File: config.mk
export PLATFORM = sky130hd
export DESIGN_NAME = assoc2_cache
export DESIGN_NICKNAME = d
export VERILOG_FILES = /design/src/rtl/assoc2_pkg.sv /design/src/rtl/cache_way_bank.sv /design/src/rtl/cache_lru_bank.sv /design/src/rtl/assoc2_cache.sv
export SDC_FILE = /design/constraint.sdc
export NUM_CORES = 1
export LEC_CHECK = 0
export BUFFER_PORTS_ARGS = -buffer_cell sky130_fd_sc_hd__buf_2
export CORE_UTILIZATION = 55
export CTS_CLUSTER_SIZE = 24
export DETAILED_ROUTE_END_ITERATION = 7
export GPL_TIMING_DRIVEN = 0
export PLACE_DENSITY = 0.82
export SLEW_MARGIN = 20
export SYNTH_ARGS = -nofsm -noshare
export SYNTH_HDL_FRONTEND = slang
export SYNTH_SLANG_ARGS = --single-unit
File: constraint.sdc
create_clock -name clk -period 10.15 [get_ports clk]
set_input_delay 1.5225 -clock clk [delete_from_list [all_inputs] [get_ports clk]]
set_output_delay 1.5225 -clock clk [all_outputs]
set_load 0.05 [all_outputs]
File: src/rtl/assoc2_pkg.sv
package assoc2_pkg;

    typedef enum logic [1:0] {
        ST_IDLE = 2'd0,
        ST_LOOK = 2'd1,
        ST_MEM  = 2'd2
    } ctl_state_e;

    // way to fill on a miss: first empty way, else the recorded LRU way
    function automatic logic pick_victim(input logic v0, input logic v1, input logic lru_way);
        if (!v0)      return 1'b0;
        else if (!v1) return 1'b1;
        else          return lru_way;
    endfunction

endpackage

File: src/rtl/cache_way_bank.sv
module cache_way_bank #(
    parameter int SETS   = 2,
    parameter int TAG_W  = 7,
    parameter int DATA_W = 32,
    localparam int IDX_W = (SETS > 1) ? $clog2(SETS) : 1
) (
    input  logic              clk,
    input  logic              rst,
    input  logic [IDX_W-1:0]  set_sel,
    output logic              ent_valid,
    output logic [TAG_W-1:0]  ent_tag,
    output logic [DATA_W-1:0] ent_data,
    input  logic              wr_en,
    input  logic [TAG_W-1:0]  wr_tag,
    input  logic [DATA_W-1:0] wr_data
);
    logic [SETS-1:0]   valid_q;
    logic [TAG_W-1:0]  tag_q  [SETS];
    logic [DATA_W-1:0] data_q [SETS];

    always_ff @(posedge clk) begin
        if (rst)        valid_q <= '0;
        else if (wr_en) valid_q[set_sel] <= 1'b1;
    end

    always_ff @(posedge clk) begin
        if (wr_en) begin
            tag_q[set_sel]  <= wr_tag;
            data_q[set_sel] <= wr_data;
        end
    end

    assign ent_valid = valid_q[set_sel];
    assign ent_tag   = tag_q[set_sel];
    assign ent_data  = data_q[set_sel];
endmodule

File: src/rtl/cache_lru_bank.sv
module cache_lru_bank #(
    parameter int SETS = 2,
    localparam int IDX_W = (SETS > 1) ? $clog2(SETS) : 1
) (
    input  logic             clk,
    input  logic             rst,
    input  logic [IDX_W-1:0] rd_set,
    output logic             evict_way,
    input  logic             touch,
    input  logic [IDX_W-1:0] touch_set,
    input  logic             touch_way
);
    // each bit names the way to evict next in its set
    logic [SETS-1:0] lru_q;

    always_ff @(posedge clk) begin
        if (rst)        lru_q <= '0;
        else if (touch) lru_q[touch_set] <= ~touch_way;
    end

    assign evict_way = lru_q[rd_set];


    touch_makes_mru_chk: assert property (@(posedge clk) disable iff (rst)
        touch |=> (lru_q[$past(touch_set)] != $past(touch_way)));
endmodule

File: src/rtl/assoc2_cache.sv
module assoc2_cache
    import assoc2_pkg::*;
#(
    parameter int ADDR_W   = 8,
    parameter int DATA_W   = 32,
    parameter int SET_BITS = 1,
    parameter int CNT_W    = 16
) (
    input  logic              clk,
    input  logic              rst,
    input  logic              req_valid,
    output logic              req_ready,
    input  logic              req_write,
    input  logic [ADDR_W-1:0] req_addr,
    input  logic [DATA_W-1:0] req_wdata,
    output logic              rsp_valid,
    output logic              rsp_hit,
    output logic [DATA_W-1:0] rsp_rdata,
    output logic              mem_req,
    output logic              mem_write,
    output logic [ADDR_W-1:0] mem_addr,
    output logic [DATA_W-1:0] mem_wdata,
    input  logic              mem_ack,
    input  logic [DATA_W-1:0] mem_rdata,
    output logic [CNT_W-1:0]  hit_count,
    output logic [CNT_W-1:0]  miss_count
);
    localparam int SETS  = 1 << SET_BITS;
    localparam int TAG_W = ADDR_W - SET_BITS;
    localparam int WAYS  = 2;

    ctl_state_e        state_q;
    logic [ADDR_W-1:0] addr_q;
    logic [DATA_W-1:0] wdata_q;
    logic              wr_q, hit_q, vic_q;

    logic [SET_BITS-1:0] set_idx;
    logic [TAG_W-1:0]    tag_cur;
    assign set_idx = addr_q[SET_BITS-1:0];
    assign tag_cur = addr_q[ADDR_W-1:SET_BITS];

    logic [WAYS-1:0]   way_valid, hit_vec, way_we;
    logic [TAG_W-1:0]  way_tag  [WAYS];
    logic [DATA_W-1:0] way_data [WAYS];
    logic [DATA_W-1:0] fill_data;

    for (genvar g = 0; g < WAYS; g++) begin : g_way
        cache_way_bank #(.SETS(SETS), .TAG_W(TAG_W), .DATA_W(DATA_W)) u_bank (
            .clk       (clk),
            .rst       (rst),
            .set_sel   (set_idx),
            .ent_valid (way_valid[g]),
            .ent_tag   (way_tag[g]),
            .ent_data  (way_data[g]),
            .wr_en     (way_we[g]),
            .wr_tag    (tag_cur),
            .wr_data   (fill_data)
        );
        assign hit_vec[g] = way_valid[g] && (way_tag[g] == tag_cur);
    end

    logic lru_way, touch, touch_way;
    cache_lru_bank #(.SETS(SETS)) u_lru (
        .clk       (clk),
        .rst       (rst),
        .rd_set    (set_idx),
        .evict_way (lru_way),
        .touch     (touch),
        .touch_set (set_idx),
        .touch_way (touch_way)
    );

    logic hit_any, hit_way, victim;
    assign hit_any = |hit_vec;
    assign hit_way = hit_vec[1];
    assign victim  = pick_victim(way_valid[0], way_valid[1], lru_way);

    // array and LRU update decisions
    always_comb begin
        way_we    = '0;
        fill_data = wdata_q;
        touch     = 1'b0;
        touch_way = 1'b0;
        if (state_q == ST_LOOK) begin
            if (hit_any) begin
                touch     = 1'b1;
                touch_way = hit_way;
                if (wr_q) way_we[hit_way] = 1'b1;
            end else if (wr_q) begin
                touch          = 1'b1;
                touch_way      = victim;
                way_we[victim] = 1'b1;
            end
        end else if (state_q == ST_MEM && mem_ack && !wr_q) begin
            fill_data     = mem_rdata;
            touch         = 1'b1;
            touch_way     = vic_q;
            way_we[vic_q] = 1'b1;
        end
    end

    always_ff @(posedge clk) begin
        if (rst) begin
            state_q    <= ST_IDLE;
            addr_q     <= '0;
            wdata_q    <= '0;
            wr_q       <= 1'b0;
            hit_q      <= 1'b0;
            vic_q      <= 1'b0;
            rsp_valid  <= 1'b0;
            rsp_hit    <= 1'b0;
            rsp_rdata  <= '0;
            mem_req    <= 1'b0;
            hit_count  <= '0;
            miss_count <= '0;
        end else begin
            rsp_valid <= 1'b0;
            unique case (state_q)
                ST_IDLE: if (req_valid) begin
                    addr_q  <= req_addr;
                    wdata_q <= req_wdata;
                    wr_q    <= req_write;
                    state_q <= ST_LOOK;
                end
                ST_LOOK: begin
                    hit_q <= hit_any;
                    vic_q <= victim;
                    if (hit_any) hit_count  <= hit_count + 1'b1;
                    else         miss_count <= miss_count + 1'b1;
                    if (hit_any && !wr_q) begin
                        rsp_valid <= 1'b1;
                        rsp_hit   <= 1'b1;
                        rsp_rdata <= way_data[hit_way];
                        state_q   <= ST_IDLE;
                    end else begin
                        mem_req <= 1'b1;
                        state_q <= ST_MEM;
                    end
                end
                ST_MEM: if (mem_ack) begin
                    mem_req   <= 1'b0;
                    rsp_valid <= 1'b1;
                    rsp_hit   <= hit_q;
                    rsp_rdata <= wr_q ? wdata_q : mem_rdata;
                    state_q   <= ST_IDLE;
                end
                default: state_q <= ST_IDLE;
            endcase
        end
    end

    assign req_ready = (state_q == ST_IDLE);
    assign mem_write = wr_q;
    assign mem_addr  = addr_q;
    assign mem_wdata = wdata_q;


    single_match_chk: assert property (@(posedge clk) disable iff (rst)
        (state_q == ST_LOOK) |-> $onehot0(hit_vec));

    hit_read_no_mem_chk: assert property (@(posedge clk) disable iff (rst)
        (rsp_valid && rsp_hit && !wr_q) |-> !mem_req);

    mem_hold_chk: assert property (@(posedge clk) disable iff (rst)
        (mem_req && !mem_ack) |=> (mem_req && $stable(mem_addr) && $stable(mem_write)));

    hit_step_chk: assert property (@(posedge clk) disable iff (rst)
        (hit_count != $past(hit_count)) |-> (hit_count == $past(hit_count) + 1'b1));

    miss_step_chk: assert property (@(posedge clk) disable iff (rst)
        (miss_count != $past(miss_count)) |-> (miss_count == $past(miss_count) + 1'b1));
endmodule

After elaboration in Yosys (flattened, before gate mapping)
Memories as Yosys holds them, arrays and structs flattened. A register that Yosys moved wholly into a read port is not among the register bits.
Index checks and enable logic that the tools add are counted.
{"block": "word_totals", "regBits": 118, "ram_bits": 156, "mem_count": 4}
{"memory": "g_way[0].u_bank.data_q", "words": 2, "width": 32, "rd": 1, "rd_clocked_by_memory_dff": 1, "write_ports": 1, "line": "cache_way_bank.sv:19", "source": "logic [DATA_W-1:0] data_q [SETS];"}
{"memory": "g_way[1].u_bank.data_q", "words": 2, "width": 32, "rd": 1, "rd_clocked_by_memory_dff": 1, "write_ports": 1, "line": "cache_way_bank.sv:19"}
{"memory": "g_way[0].u_bank.tag_q", "words": 2, "width": 7, "rd": 1, "rd_clocked_by_memory_dff": 1, "write_ports": 1, "line": "cache_way_bank.sv:18", "source": "logic [TAG_W-1:0] tag_q [SETS];"}
{"memory": "g_way[1].u_bank.tag_q", "words": 2, "width": 7, "rd": 1, "rd_clocked_by_memory_dff": 1, "write_ports": 1, "line": "cache_way_bank.sv:18"}
{"block": "op_classes", "mux": 64, "eq_ne": 8, "magnitude_cmp": 9, "bitwise_logic": 5, "addsub": 2, "reduce_logical": 19}
{"operator": "$mux 32", "count": 8}
{"operator": "$pmux 32 s2", "count": 1}
{"operator": "$mux 1", "count": 38}
{"operator": "$add 16x1->16 const B", "count": 2}
{"operator": "$mux 2", "count": 8}
{"operator": "$eq 7x7->1", "count": 2}
{"operator": "$logic_and 1x1->1", "count": 9}
{"operator": "$lt 1x2->1 const B", "count": 4}
{"operator": "$reduce_and 2->1", "count": 4}
{"operator": "$ne 2x2->1 const B", "count": 3}
{"operator": "$pmux 1 s2", "count": 3}
{"operator": "$pmux 2 s3", "count": 1}
{"operator": "$reduce_and 3->1", "count": 2}
{"operator": "$demux 1 s1", "count": 4}
{"operator": "$ge 1x1->1 const B", "count": 4}
{"operator": "$or 2x2->2", "count": 2}
{"operator": "$bwmux 2", "count": 1}
{"operator": "$eq 2x1->1 const B", "count": 1}
{"operator": "$eq 2x2->1 const B", "count": 1}
{"operator": "$ge 2x2->1 const B", "count": 1}
{"operator": "$logic_not 2->1", "count": 1}
{"operator": "$ne 2x1->1 const B", "count": 1}
{"operator": "$not 1->1", "count": 2}
{"operator": "$not 1->2", "count": 1}
{"operator": "3 further kinds", "count": 3}

Depth between registers and ports, before layout
Gate-level depths: netlist (run 1).
{"block": "depth", "word_depth": 13, "mapped_depth": 11, "depth_no_buf": 8}

Cells and area by module
A second synthesis (run 1) with hierarchy kept.
{"block": "unflattened", "cells_unflattened": 1004, "hier_area_um2": 12370.6}
{"module": "assoc2_cache", "instances": 1, "cells_each": 734, "seq_area_each_um2": 2242.2, "area_each_um2": 6150.9}
{"module": "cache_way_bank", "instances": 2, "cells_each": 130, "seq_area_each_um2": 2382.3, "area_each_um2": 3062.9}
{"module": "cache_lru_bank", "instances": 1, "cells_each": 10, "seq_area_each_um2": 40.0, "area_each_um2": 93.8}

Worst setup path before layout (run 1)
OpenSTA, ideal clock, no wires.
{"block": "synth_timing", "path_kind": "input port to flip-flop", "start": "input port mem_ack", "end": "memory g_way[1].u_bank.data_q[0][0] (enable)", "slack_ns": 5.712, "setup_ns": 0.435, "arrival_ns": 4.002, "stages": 5, "t_required_ns": 9.715, "path_cell_list": "nand2_1 -> or2_2 -> nor2_1 -> a2bb2oi_1 -> nor2_1"}
{"block": "synth_between", "elab_chain_cells": 6}
{"element": "start: declaration", "line": "assoc2_cache.sv:23", "source": "input logic mem_ack,"}
{"element": "$logic_and 1x1->1 (2 in a row)", "line": "assoc2_cache.sv:94", "source": "end else if (state_q == ST_MEM && mem_ack && !wr_q) begin"}
{"element": "$mux 2", "line": "assoc2_cache.sv:94"}
{"element": "$mux 2", "line": "assoc2_cache.sv:84", "source": "if (state_q == ST_LOOK) begin"}
{"element": "$mux 1", "line": "cache_way_bank.sv:27", "source": "if (wr_en) begin"}
{"element": "$mux 1 (implied by the code)", "line": "cache_way_bank.sv:29", "source": "data_q[set_sel] <= wr_data;"}
{"element": "end: declaration", "line": "cache_way_bank.sv:19"}
Every way passes these cells.

Final worst setup path (run 1)
{"block": "layout_timing", "start": "input port mem_ack", "end": "memory g_way[1].u_bank.data_q[1][21] (enable)"}
Same word-level chain as after synthesis.

==> results of run 1 <==
[final timing paths]
check / depth (start not counted) / startpoint / to
max: 7 / mem_ack / g_way[1].u_bank.data_q[1][21]
min: 2 / u_lru.lru_q[0] / u_lru.lru_q[0]
max reg2reg: 8 / state_q[1] / g_way[1].u_bank.data_q[1][21]
min reg2reg: 2 / u_lru.lru_q[0] / u_lru.lru_q[0]
[state kept, by name, indices dropped and copies added (netlist names), named ones only]
signal,count
state_q,2
mem_wdata,32
mem_addr,8
g_way.u_bank.tag_q,28
rsp_rdata,32
mem_write,1
vic_q,1
rsp_valid,1
rsp_hit,1
hit_q,1
miss_count,16
mem_req,1
u_lru.lru_q,2
hit_count,16
g_way.u_bank.valid_q,4
g_way.u_bank.data_q,128
[worst reg2reg max path, stage by stage, from the launching register on]
cell and delay (ps):
dfxtp_1 380, inv_1 80, ha_1 180, clkbuf_1 200, or2_2 400, nor2_1 710, a2bb2oi_1 410, nor2_4 680
buf_16 260
[kinds of logic (layout without fill, tap and decap cells)]
kind of cell / after synthesis / in the layout / share of synthesized area
xor+xnor: 17 / 17 / 0.0126
buf+inv: 116 / 358 / 0.0424
compound gates: 221 / 221 / 0.130
fa+ha+maj: 5 / 5 / 0.00530
simple gates: 189 / 189 / 0.0755
mux: 151 / 151 / 0.135
flops: 275 / 275 / 0.599
other cells: 0 / 2 / 0
[layer usage]
layer  wire (microns)  vias up  part of all wire
li1                 -     4111                 -
met1            12300     4296              0.39
met2            15000      461              0.48
met3             2570       88             0.083
met4             1180        2             0.038
met5               15        -           0.00048
[per-stage QoR]
stage	area, sq um	hold WS, ps
finish	14300	472
global route	14300	491
CTS	14300	466
detailed placement	13200	454
global placement	13100	451
floorplan	11800	435
[layout make-up]
class | instances | share of cell area
multi-input cells | 583 | 0.298
inverters | 45 | 0.0118
diodes | 2 | 0.000351
repair buffers | 190 | 0.0756
plain buffers | 71 | 0.0232
flip-flops and latches | 275 | 0.495
well taps | 275 | 0.0241
clock inverters | 18 | 0.0176
clock buffers | 34 | 0.0536
[layout by cell type (no fill, tap or decap), types with 3 or more instances in the layout]
cell       netlist  layout
o21ai_0         16      16
nor2_4           0       4
buf_1            4       4
buf_4           11      11
o32ai_1         32      32
xnor2_1         14      14
o21a_1          10      10
o31ai_1          8       8
ha_1             5       5
a21oi_1         69      69
and2_1           3       3
clkbuf_16        0      29
clkbuf_1        47      50
and4_1           3       3
nand4_1          9       9
buf_16           0       5
clkinv_2         0       7
and3_1           5       5
mux2i_1         83      83
dfxtp_1        119     119
bufinv_16        0       6
xor2_1           3       3
nor2b_1          5       5
o21ai_1          5       5
a221o_1         31      31
nand2_1        101     101
buf_2            7     191
inv_1           44      44
nor3_1           7       7
nor2_1          21      17
or4_1            8       8
edfxtp_1       156     156
o22ai_1         33      33
mux2_2          66      66
nand3_1          8       8
or3_1           10      10
[power by group through the flow]
stage	clock network (mW)	registers [mW]	logic, mW
detailed placement	0	1.26	0.271
global placement	0	1.25	0.261
floorplan	0	1.31	0.130
CTS	1.13	1.23	0.274
global route	1.17	1.23	0.294
finish	1.13	1.23	0.277
==> run_results.csv, run 1 <==
group,metric,value,unit
critical_path,crit_path_cell_trace,"buf_2, nand2_1, or2_2, nor2_1, a2bb2oi_1, nor2_4, buf_16",
global_routing,grt_pass1_vias,8805,
timing,grt_setup_unrepaired,"false",
cells_and_area,postLayoutCoreUtil,0.679,
power_and_ir_drop,power.share.combinational,0.105,
cells_and_area,fillCellCount,1476,
cells_and_area,final_cell_count_no_fill,1493,
critical_path,critical_path.max_fanout,20,
timing,max_slew.worst_pin.slew,906,ps
cells_and_area,seqCellArea,0.00707,sq mm
global_routing,largest_net_degree_at_the_start_of_global_routing,23,
clocking,h-tree-depth,1,
global_routing,grtUsageMet1,0.358,
synth,synth_most_common_cell,"edfxtp_1",
synth,synthDistinctLibCells,57,
cells_and_area,multi_input_comb_area,0.00426,sq mm
power_and_ir_drop,clockPowerShare,0.427,
routing,via_count,8958,
synth,average_size_of_a_mapped_cell,12.1,sq um
critical_path,worst_path_dominant_cell_family,"simple AND/OR/NAND/NOR gates",
global_routing,grt.busiest_layer,"met2",
timing,post-route-worst-setup-slack,6260,ps
timing,fin_crit_sh,0.383,
timing,setup_tns_after_final_layout,0,ps
global_routing,global_route_wire_length_before_repair,47500,microns
place,finalWeightedCongestion,0.887,
synth,synth.yosys.warnings,0,
power_and_ir_drop,p_switching,651,uW
timing,finalHoldViolations,0,
global_routing,grt_antenna_before_repair,4,
routing,wirelength,31100,microns
power_and_ir_drop,sequentialPowerShare,0.468,
clocking,clock_sinks,275,
routing,via_per_inst,6.00,
outcome,result_of_the_run,"finished, final reports clean",
global_routing,grtUsageMet2,0.471,
synth,cell_area_after_synthesis,0.0118,sq mm
die,die_w,148,microns
clocking,cts_made_buffers,28,
clocking,cts_max_path_buffers,3,
routing,route.detailed.drc,0,
die,die_area,0.0220,sq mm
die,core_area,0.0210,sq mm
critical_path,critical-path-max-stage-delay,710,ps
synth,ys_ff_latch,275,
place,dp_hpwl,20900,microns
timing,finalWorstPathRequiredPeriod,3890,ps
critical_path,worstSetupStartpointType,"primary input",
critical_path,r2r_slack,6560,ps
global_routing,track_usage,0.282,
timing,max_freq,0.257,GHz
global_routing,grt.met3_usage,0.0549,
clocking,tritoncts,"built",
synth,postSynth.topFlopCell,"edfxtp_1",
routing,wire_per_inst,20.8,microns
timing,finalSetupViolations,0,
timing,fin_skew,10.6,ps
power_and_ir_drop,power_density,185,mW/mm^2
place,placed_cells_incl_taps,1439,
power_and_ir_drop,p_int,1.98,mW
die,num_io_pins,186,
timing,slew_viol_final,0,
timing,relSlewSlack,0.394,
clocking,clkLatencyLatePin,550,ps
clocking,cts-root-buf,"clkbuf_16",
synth,synth.largest_area_cell,"edfxtp_1",
power_and_ir_drop,vdd.ir_drop.worst,0.149,mV
clocking,post_cts_buffers,0,
die,floorplan.initialDensity,0.561,
synth,ffs_w_async_s_r_synth,0,
cells_and_area,num-nets-final,1276,
critical_path,critPathKind,"in2reg",
critical_path,cp_num_buf_inv,2,
routing,postRouteAntennaNets,0,
critical_path,slowest_stage,"nor2_1",
synth,yosys-top-cells-count,"156 x edfxtp_1, 119 x dfxtp_1, 101 x nand2_1, 83 x mux2i_1, 69 x a21oi_1",
synth,post_synth_edffs,156,
critical_path,worst-endpoint-required,10390,ps
global_routing,grt_overflow,0,
routing,initialDrtViolationCount,765,
clocking,clkSlewWorstSetupHoldPaths,60,ps
power_and_ir_drop,power_total,2.64,mW
hold_path,min-delay-path-class,"reg2reg",
synth,synth.top_cells.by_area,"edfxtp_1 40%, dfxtp_1 20%, mux2i_1 7.0%, mux2_2 6.3%, nand2_1 3.2%",
place,port_buffers,184,
synth,synth.net_count,1056,
cells_and_area,syn_to_final_growth,21.0,%
routing,drt_pre_antenna_iters,5,
place,place_worst_setup_slack,5870,ps
critical_path,worst_setup_path_end_kind,"register",
power_and_ir_drop,swShare,0.247,
power_and_ir_drop,power.leakage,5.22,nW
die,floorplan.rows,53,
synth,post_synth_inst_count,974,
clocking,hold_buffers,0,
run,max_capacitance_violation_total,0,
cells_and_area,fraction_of_final_layout_cells_sized_beyond_drive_strength_1,0.275,
clocking,post_cts_resized,0,
die,chipHeight,148,microns
synth,netlist.area_leader.share,0.397,
synth,seq_area_frac_synth,0.599,
critical_path,critical_path_arrival,4130,ps
(Power assumes the default switching activity.)
==> inputs of run 2 (changes only) <==
==> constraint.sdc (replaced) <==
create_clock -name clk -period 3.9 [get_ports clk]
set_input_delay 0.585 -clock clk [delete_from_list [all_inputs] [get_ports clk]]
set_output_delay 0.585 -clock clk [all_outputs]
set_load 0.05 [all_outputs]
==> run_results.csv, run 2 (synthesis gave the netlist of run 1 again) <==
group,metric,value,unit
die,floorplan.initialDensity,0.561,
timing,slew_viol_final,0,
global_routing,global_route_wire_length_before_repair,46900,microns
die,num_io_pins,186,
routing,postRouteAntennaNets,0,
cells_and_area,final_cell_count_no_fill,1490,
cells_and_area,num-nets-final,1274,
place,detailed_place.area,0.0132,sq mm
critical_path,crit_path_cell_trace,"buf_6, mux2i_1, xnor2_1, nor4_1, and4_1, buf_4, buf_4, a21oi_1, a2bb2oi_1, nor2_4, buf_16",
global_routing,track_usage,0.279,
clocking,clkLatencyLatePin,530,ps
critical_path,critPathMostFrequentCell,"buf_4",
power_and_ir_drop,power_density,457,mW/mm^2
global_routing,grt_antenna_before_repair,5,
global_routing,largest_net_degree_at_the_start_of_global_routing,23,
routing,wire_per_inst,20.9,microns
timing,max_freq,0.281,GHz
place,port_buffers,184,
global_routing,grt_pass1_vias,8662,
critical_path,worst_setup_path_end_kind,"register",
critical_path,critical-path-max-stage-delay,690,ps
die,core_area,0.0210,sq mm
power_and_ir_drop,power_total,6.44,mW
clocking,cts_max_path_buffers,3,
timing,max_slew.worst_pin.slew,944,ps
critical_path,critical_path.max_fanout,21,
clocking,post_cts_resized,0,
die,die_area,0.0220,sq mm
critical_path,critPathKind,"reg2reg",
hold_path,min-delay-path-class,"in2reg",
cells_and_area,largest_register_ffs,128,
place,place_worst_setup_slack,374,ps
clocking,tritoncts,"built",
place,finalWeightedCongestion,0.876,
routing,via_count,8945,
timing,post-route-worst-setup-slack,340,ps
cells_and_area,layout_common_cells,"191 x buf_2, 156 x edfxtp_1, 119 x dfxtp_1",
cells_and_area,leading_cell_type_in_the_layout_fill_and_taps_excluded,"buf_2",
place,dp_hpwl,21000,microns
timing,relSlewSlack,0.370,
timing,setup_tns_after_final_layout,0,ps
routing,route.detailed.drc,0,
power_and_ir_drop,power.leakage,5.13,nW
cells_and_area,final_area,0.0141,sq mm
clocking,h-tree-depth,1,
place,placed_cells_incl_taps,1438,
timing,finalSetupViolations,0,
timing,finalHoldViolations,0,
clocking,hold_buffers,0,
routing,drt_pre_antenna_iters,5,
die,die_w,148,microns
clocking,cts-root-buf,"clkbuf_16",
critical_path,worstSetupStartpointType,"register",
global_routing,grt_overflow,0,
clocking,clock_sinks,275,
critical_path,critical_path_arrival,3790,ps
outcome,result_of_the_run,"finished, final reports clean",
cells_and_area,largest_register,"g_way.u_bank.data_q",
timing,finalWorstPathRequiredPeriod,3560,ps
critical_path,worst-endpoint-required,4130,ps
routing,initialDrtViolationCount,953,
routing,wirelength,31100,microns
cells_and_area,fraction_of_final_layout_cells_sized_beyond_drive_strength_1,0.269,
routing,via_per_inst,6.00,
cells_and_area,syn_to_final_growth,19.4,%
timing,fin_crit_sh,0.913,
power_and_ir_drop,vdd.ir_drop.worst,0.302,mV
run,max_capacitance_violation_total,0,
clocking,cts_made_buffers,27,
die,floorplan.rows,53,
die,chipHeight,148,microns
timing,grt_setup_unrepaired,"false",
clocking,post_cts_buffers,0,
clocking,clkSlewWorstSetupHoldPaths,60,ps
critical_path,slowest_stage,"nor2_4",
timing,fin_skew,10.3,ps
[run 2: power breakdown]
| group | internal [mW] | switching, mW |
|---|---|---|
| clock network | 1.45 | 1.07 |
| registers | 3.15 | 0.0602 |
| logic | 0.223 | 0.500 |
| total | 4.82 | 1.63 |
[run 2: final cells by class]
class / count / area [sq um]
fillers: 1521 / 6940
plain buffers: 71 / 332
multi-input cells: 583 / 4260
repair buffers: 189 / 1050
inverters: 45 / 169
diodes: 3 / 7.51
well taps: 275 / 344
clock buffers: 38 / 777
clock inverters: 11 / 78.8
flip-flops and latches: 275 / 7070
[run 2: metrics by stage]
step | utilization | hold WS [ps]
2_1_floorplan | - | 435
3_3_place_gp | 0.621 | 455
3_5_place_dp | 0.629 | 467
4_1_cts | 0.670 | 280
5_1_grt | 0.670 | 292
6_report | 0.670 | 290
[run 2: final timing paths]
path,startpoint,endpoint,slack [ps],depth (start not counted)
setup / recovery,register,g_way[1].u_bank.data_q[1][18],340,11
hold reg to reg,rsp_rdata[0],rsp_rdata[0],480,2
hold / removal,req_wdata[31],mem_wdata[31],290,3
setup reg to reg,register,g_way[1].u_bank.data_q[1][18],340,11
[run 2: critical path: cells and delay by family, from the launching register on]
kind / cells / cell delay [ps]
and+or+nand+nor: 3 / 1360
buffers and inverters: 4 / 840
AOI/OAI and AO/OA: 2 / 400
DFF: 1 / 320
muxes: 1 / 220
xor gates and xnor gates: 1 / 90
[run 2: routing by layer]
metal	GRT usage	up-vias	wire (microns)
met5	0	-	16
met4	0.103	2	1160
met3	0.0666	82	2850
met2	0.464	422	14900
met1	0.352	4325	12100
li1	-	4114	-
==> inputs of run 3 (changes only) <==
--- a/config.mk
+++ b/config.mk
@@ -5,12 +5,13 @@
 export SDC_FILE = /design/constraint.sdc
 export NUM_CORES = 1
 export LEC_CHECK = 0
+export ABC_AREA = 1
 export BUFFER_PORTS_ARGS = -buffer_cell sky130_fd_sc_hd__buf_2
 export CORE_UTILIZATION = 55
 export CTS_CLUSTER_SIZE = 24
 export DETAILED_ROUTE_END_ITERATION = 7
 export GPL_TIMING_DRIVEN = 0
-export PLACE_DENSITY = 0.82
+export PLACE_DENSITY = 0.81
 export SLEW_MARGIN = 20
 export SYNTH_ARGS = -nofsm -noshare
 export SYNTH_HDL_FRONTEND = slang
==> run_results.csv, run 3 <==
group,metric,value,unit
synth,post_synth_edffs,156,
power_and_ir_drop,p_switching,2.58,mW
global_routing,grtUsageMet1,0.379,
timing,relSlewSlack,0.481,
cells_and_area,leading_cell_type_in_the_layout_fill_and_taps_excluded,"nand2_1",
global_routing,largest_net_degree_at_the_start_of_global_routing,25,
synth,cell_area_after_synthesis,0.0124,sq mm
synth,seq_area_frac_synth,0.569,
synth,post_synth_inst_count,1431,
die,num_io_pins,186,
synth,yosys-top-cells-count,"382 x nand2_1, 156 x edfxtp_1, 142 x inv_1, 142 x nand3_1, 119 x dfxtp_1",
critical_path,critPathKind,"reg2reg",
clocking,post_cts_resized,0,
power_and_ir_drop,power.leakage,6.19,nW
power_and_ir_drop,swShare,0.322,
synth,synth.net_count,1513,
global_routing,global_route_wire_length_before_repair,54200,microns
die,die_area,0.0232,sq mm
timing,setup_tns_after_final_layout,0,ps
die,floorplan.rows,54,
place,finalWeightedCongestion,0.894,
synth,synth.largest_area_cell,"edfxtp_1",
global_routing,grtUsageMet2,0.481,
global_routing,grt_pass1_vias,10600,
place,place_worst_setup_slack,398,ps
clocking,cts_max_path_buffers,3,
critical_path,critical_path.max_fanout,22,
timing,finalHoldViolations,0,
clocking,cts_made_buffers,29,
clocking,clkSlewWorstSetupHoldPaths,70,ps
cells_and_area,largest_register_ffs,128,
power_and_ir_drop,clockPowerShare,0.355,
global_routing,grt.busiest_layer,"met2",
power_and_ir_drop,p_int,5.43,mW
cells_and_area,syn_to_final_growth,19.0,%
timing,post-route-worst-setup-slack,246,ps
routing,via_count,10900,
global_routing,grt.met3_usage,0.0646,
routing,postRouteAntennaNets,0,
synth,average_size_of_a_mapped_cell,8.68,sq um
synth,netlist.area_leader.share,0.377,
run,max_capacitance_violation_total,0,
routing,route.detailed.drc,22,
clocking,tritoncts,"built",
critical_path,worstSetupStartpointType,"register",
power_and_ir_drop,power_density,541,mW/mm^2
synth,synth_most_common_cell,"nand2_1",
die,floorplan.initialDensity,0.566,
global_routing,track_usage,0.295,
routing,drt_pre_antenna_iters,7,
clocking,clkLatencyLatePin,560,ps
die,chipHeight,152,microns
outcome,violated_checks,"design-rule violations",
routing,wire_per_inst,17.4,microns
clocking,hold_buffers,0,
die,core_area,0.0220,sq mm
synth,synth.top_cells.by_area,"edfxtp_1 38%, dfxtp_1 19%, nand2_1 12%, nand3_1 5.7%, inv_1 4.3%",
critical_path,worst_setup_path_end_kind,"register",
clocking,h-tree-depth,1,
routing,via_per_inst,5.56,
timing,fin_crit_sh,0.937,
timing,slew_viol_final,0,
critical_path,worst-endpoint-required,4160,ps
die,die_w,152,microns
synth,ffs_w_async_s_r_synth,0,
power_and_ir_drop,power.share.combinational,0.219,
synth,postSynth.topFlopCell,"edfxtp_1",
clocking,clock_sinks,275,
timing,fin_skew,11.2,ps
global_routing,grt_antenna_before_repair,6,
hold_path,min-delay-path-class,"in2reg",
timing,finalSetupViolations,0,
synth,synth.yosys.warnings,0,
timing,max_slew.worst_pin.slew,779,ps
timing,max_freq,0.274,GHz
timing,grt_setup_unrepaired,"false",
power_and_ir_drop,vdd.ir_drop.worst,0.375,mV
critical_path,critical_path_arrival,3920,ps
cells_and_area,layout_common_cells,"382 x nand2_1, 208 x buf_2, 156 x edfxtp_1",
routing,initialDrtViolationCount,999,
place,dp_hpwl,23600,microns
routing,wirelength,34000,microns
cells_and_area,num-nets-final,1732,
clocking,post_cts_buffers,0,
cells_and_area,fraction_of_final_layout_cells_sized_beyond_drive_strength_1,0.172,
outcome,result_of_the_run,"finished, violations left",
clocking,cts-root-buf,"clkbuf_16",
synth,synthDistinctLibCells,35,
power_and_ir_drop,sequentialPowerShare,0.425,
cells_and_area,largest_register,"g_way.u_bank.data_q",
timing,finalWorstPathRequiredPeriod,3650,ps
global_routing,grt_overflow,0,
place,port_buffers,184,
synth,ys_ff_latch,275,
-- run 3: critical path: stages, from the launching register on --
cell and delay, ps:
dfxtp_1 330, inv_1 80, ha_1 140, clkbuf_1 380
nand2_1 160, nor2_1 110, inv_1 70, nor2_1 310
clkbuf_1 640, nand2_1 140, nand2_1 150, nand2_1 90
inv_2 500, buf_16 250
-- run 3: layout make-up --
type	instances	area (sq um)
Tap cell	280	350
Buffer	79	375
Clock inverter	22	235
Sequential cell	275	7070
Fill cell	1725	7170
Clock buffer	32	758
Inverter	145	547
Antenna cell	5	12.5
Timing Repair Buffer	188	1010
Multi-Input combinational cell	932	4440
-- run 3: cells by family (layout without fill, tap and decap cells) --
family | Yosys count | in the layout | share of synthesized area
and+or+nand+nor | 679 | 679 | 0.228
DFF | 275 | 275 | 0.569
buffers and inverters | 224 | 466 | 0.0742
AOI/OAI and AO/OA | 204 | 204 | 0.0901
muxes | 32 | 32 | 0.0258
xor gates and xnor gates | 12 | 12 | 0.00846
adders and majority gates | 5 | 5 | 0.00503
other | 0 | 5 | 0
-- run 3: final timing paths --
path / from / end / slack, ps / depth (start not counted)
worst max register to register: state_q[0] / g_way[0].u_bank.data_q[0][0] / 250 / 13
worst min-delay path: req_wdata[17] / mem_wdata[17] / 300 / 3
worst min register to register: g_way[1].u_bank.valid_q[1] / g_way[1].u_bank.valid_q[1] / 450 / 2
worst max-delay path: state_q[0] / g_way[0].u_bank.data_q[0][0] / 250 / 13
-- run 3: stage by stage --
| stage | cell area [sq um] | power (mW) | utilization | cells | hold WS, ps |
|---|---|---|---|---|---|
| global route | 14800 | 8.28 | 0.673 | 1954 | 319 |
| finish | 14800 | 8.01 | 0.674 | 1958 | 302 |
| global placement | 13700 | 5.15 | 0.624 | 1895 | 439 |
| CTS | 14800 | 7.99 | 0.673 | 1953 | 293 |
| floorplan | 12400 | 4.69 | - | 1431 | 430 |
| detailed placement | 13800 | 5.20 | 0.628 | 1899 | 443 |
-- run 3: per-layer routing --
layer | vias to the layer above | share of wire | wire (microns)
li1 | 5206 | - | -
met1 | 5047 | 0.40 | 13600
met2 | 524 | 0.46 | 15800
met3 | 101 | 0.099 | 3380
met4 | 4 | 0.036 | 1230
met5 | - | 0.00073 | 25
-- run 3: power by group through the flow --
stage          Sequential (mW)  Combinational, mW  Clock [mW]
2_1_floorplan             3.88              0.818           0
3_3_place_gp              3.46               1.69           0
3_5_place_dp              3.47               1.73           0
4_1_cts                   3.41               1.74        2.85
5_1_grt                   3.43               1.91        2.95
6_report                  3.41               1.76        2.85
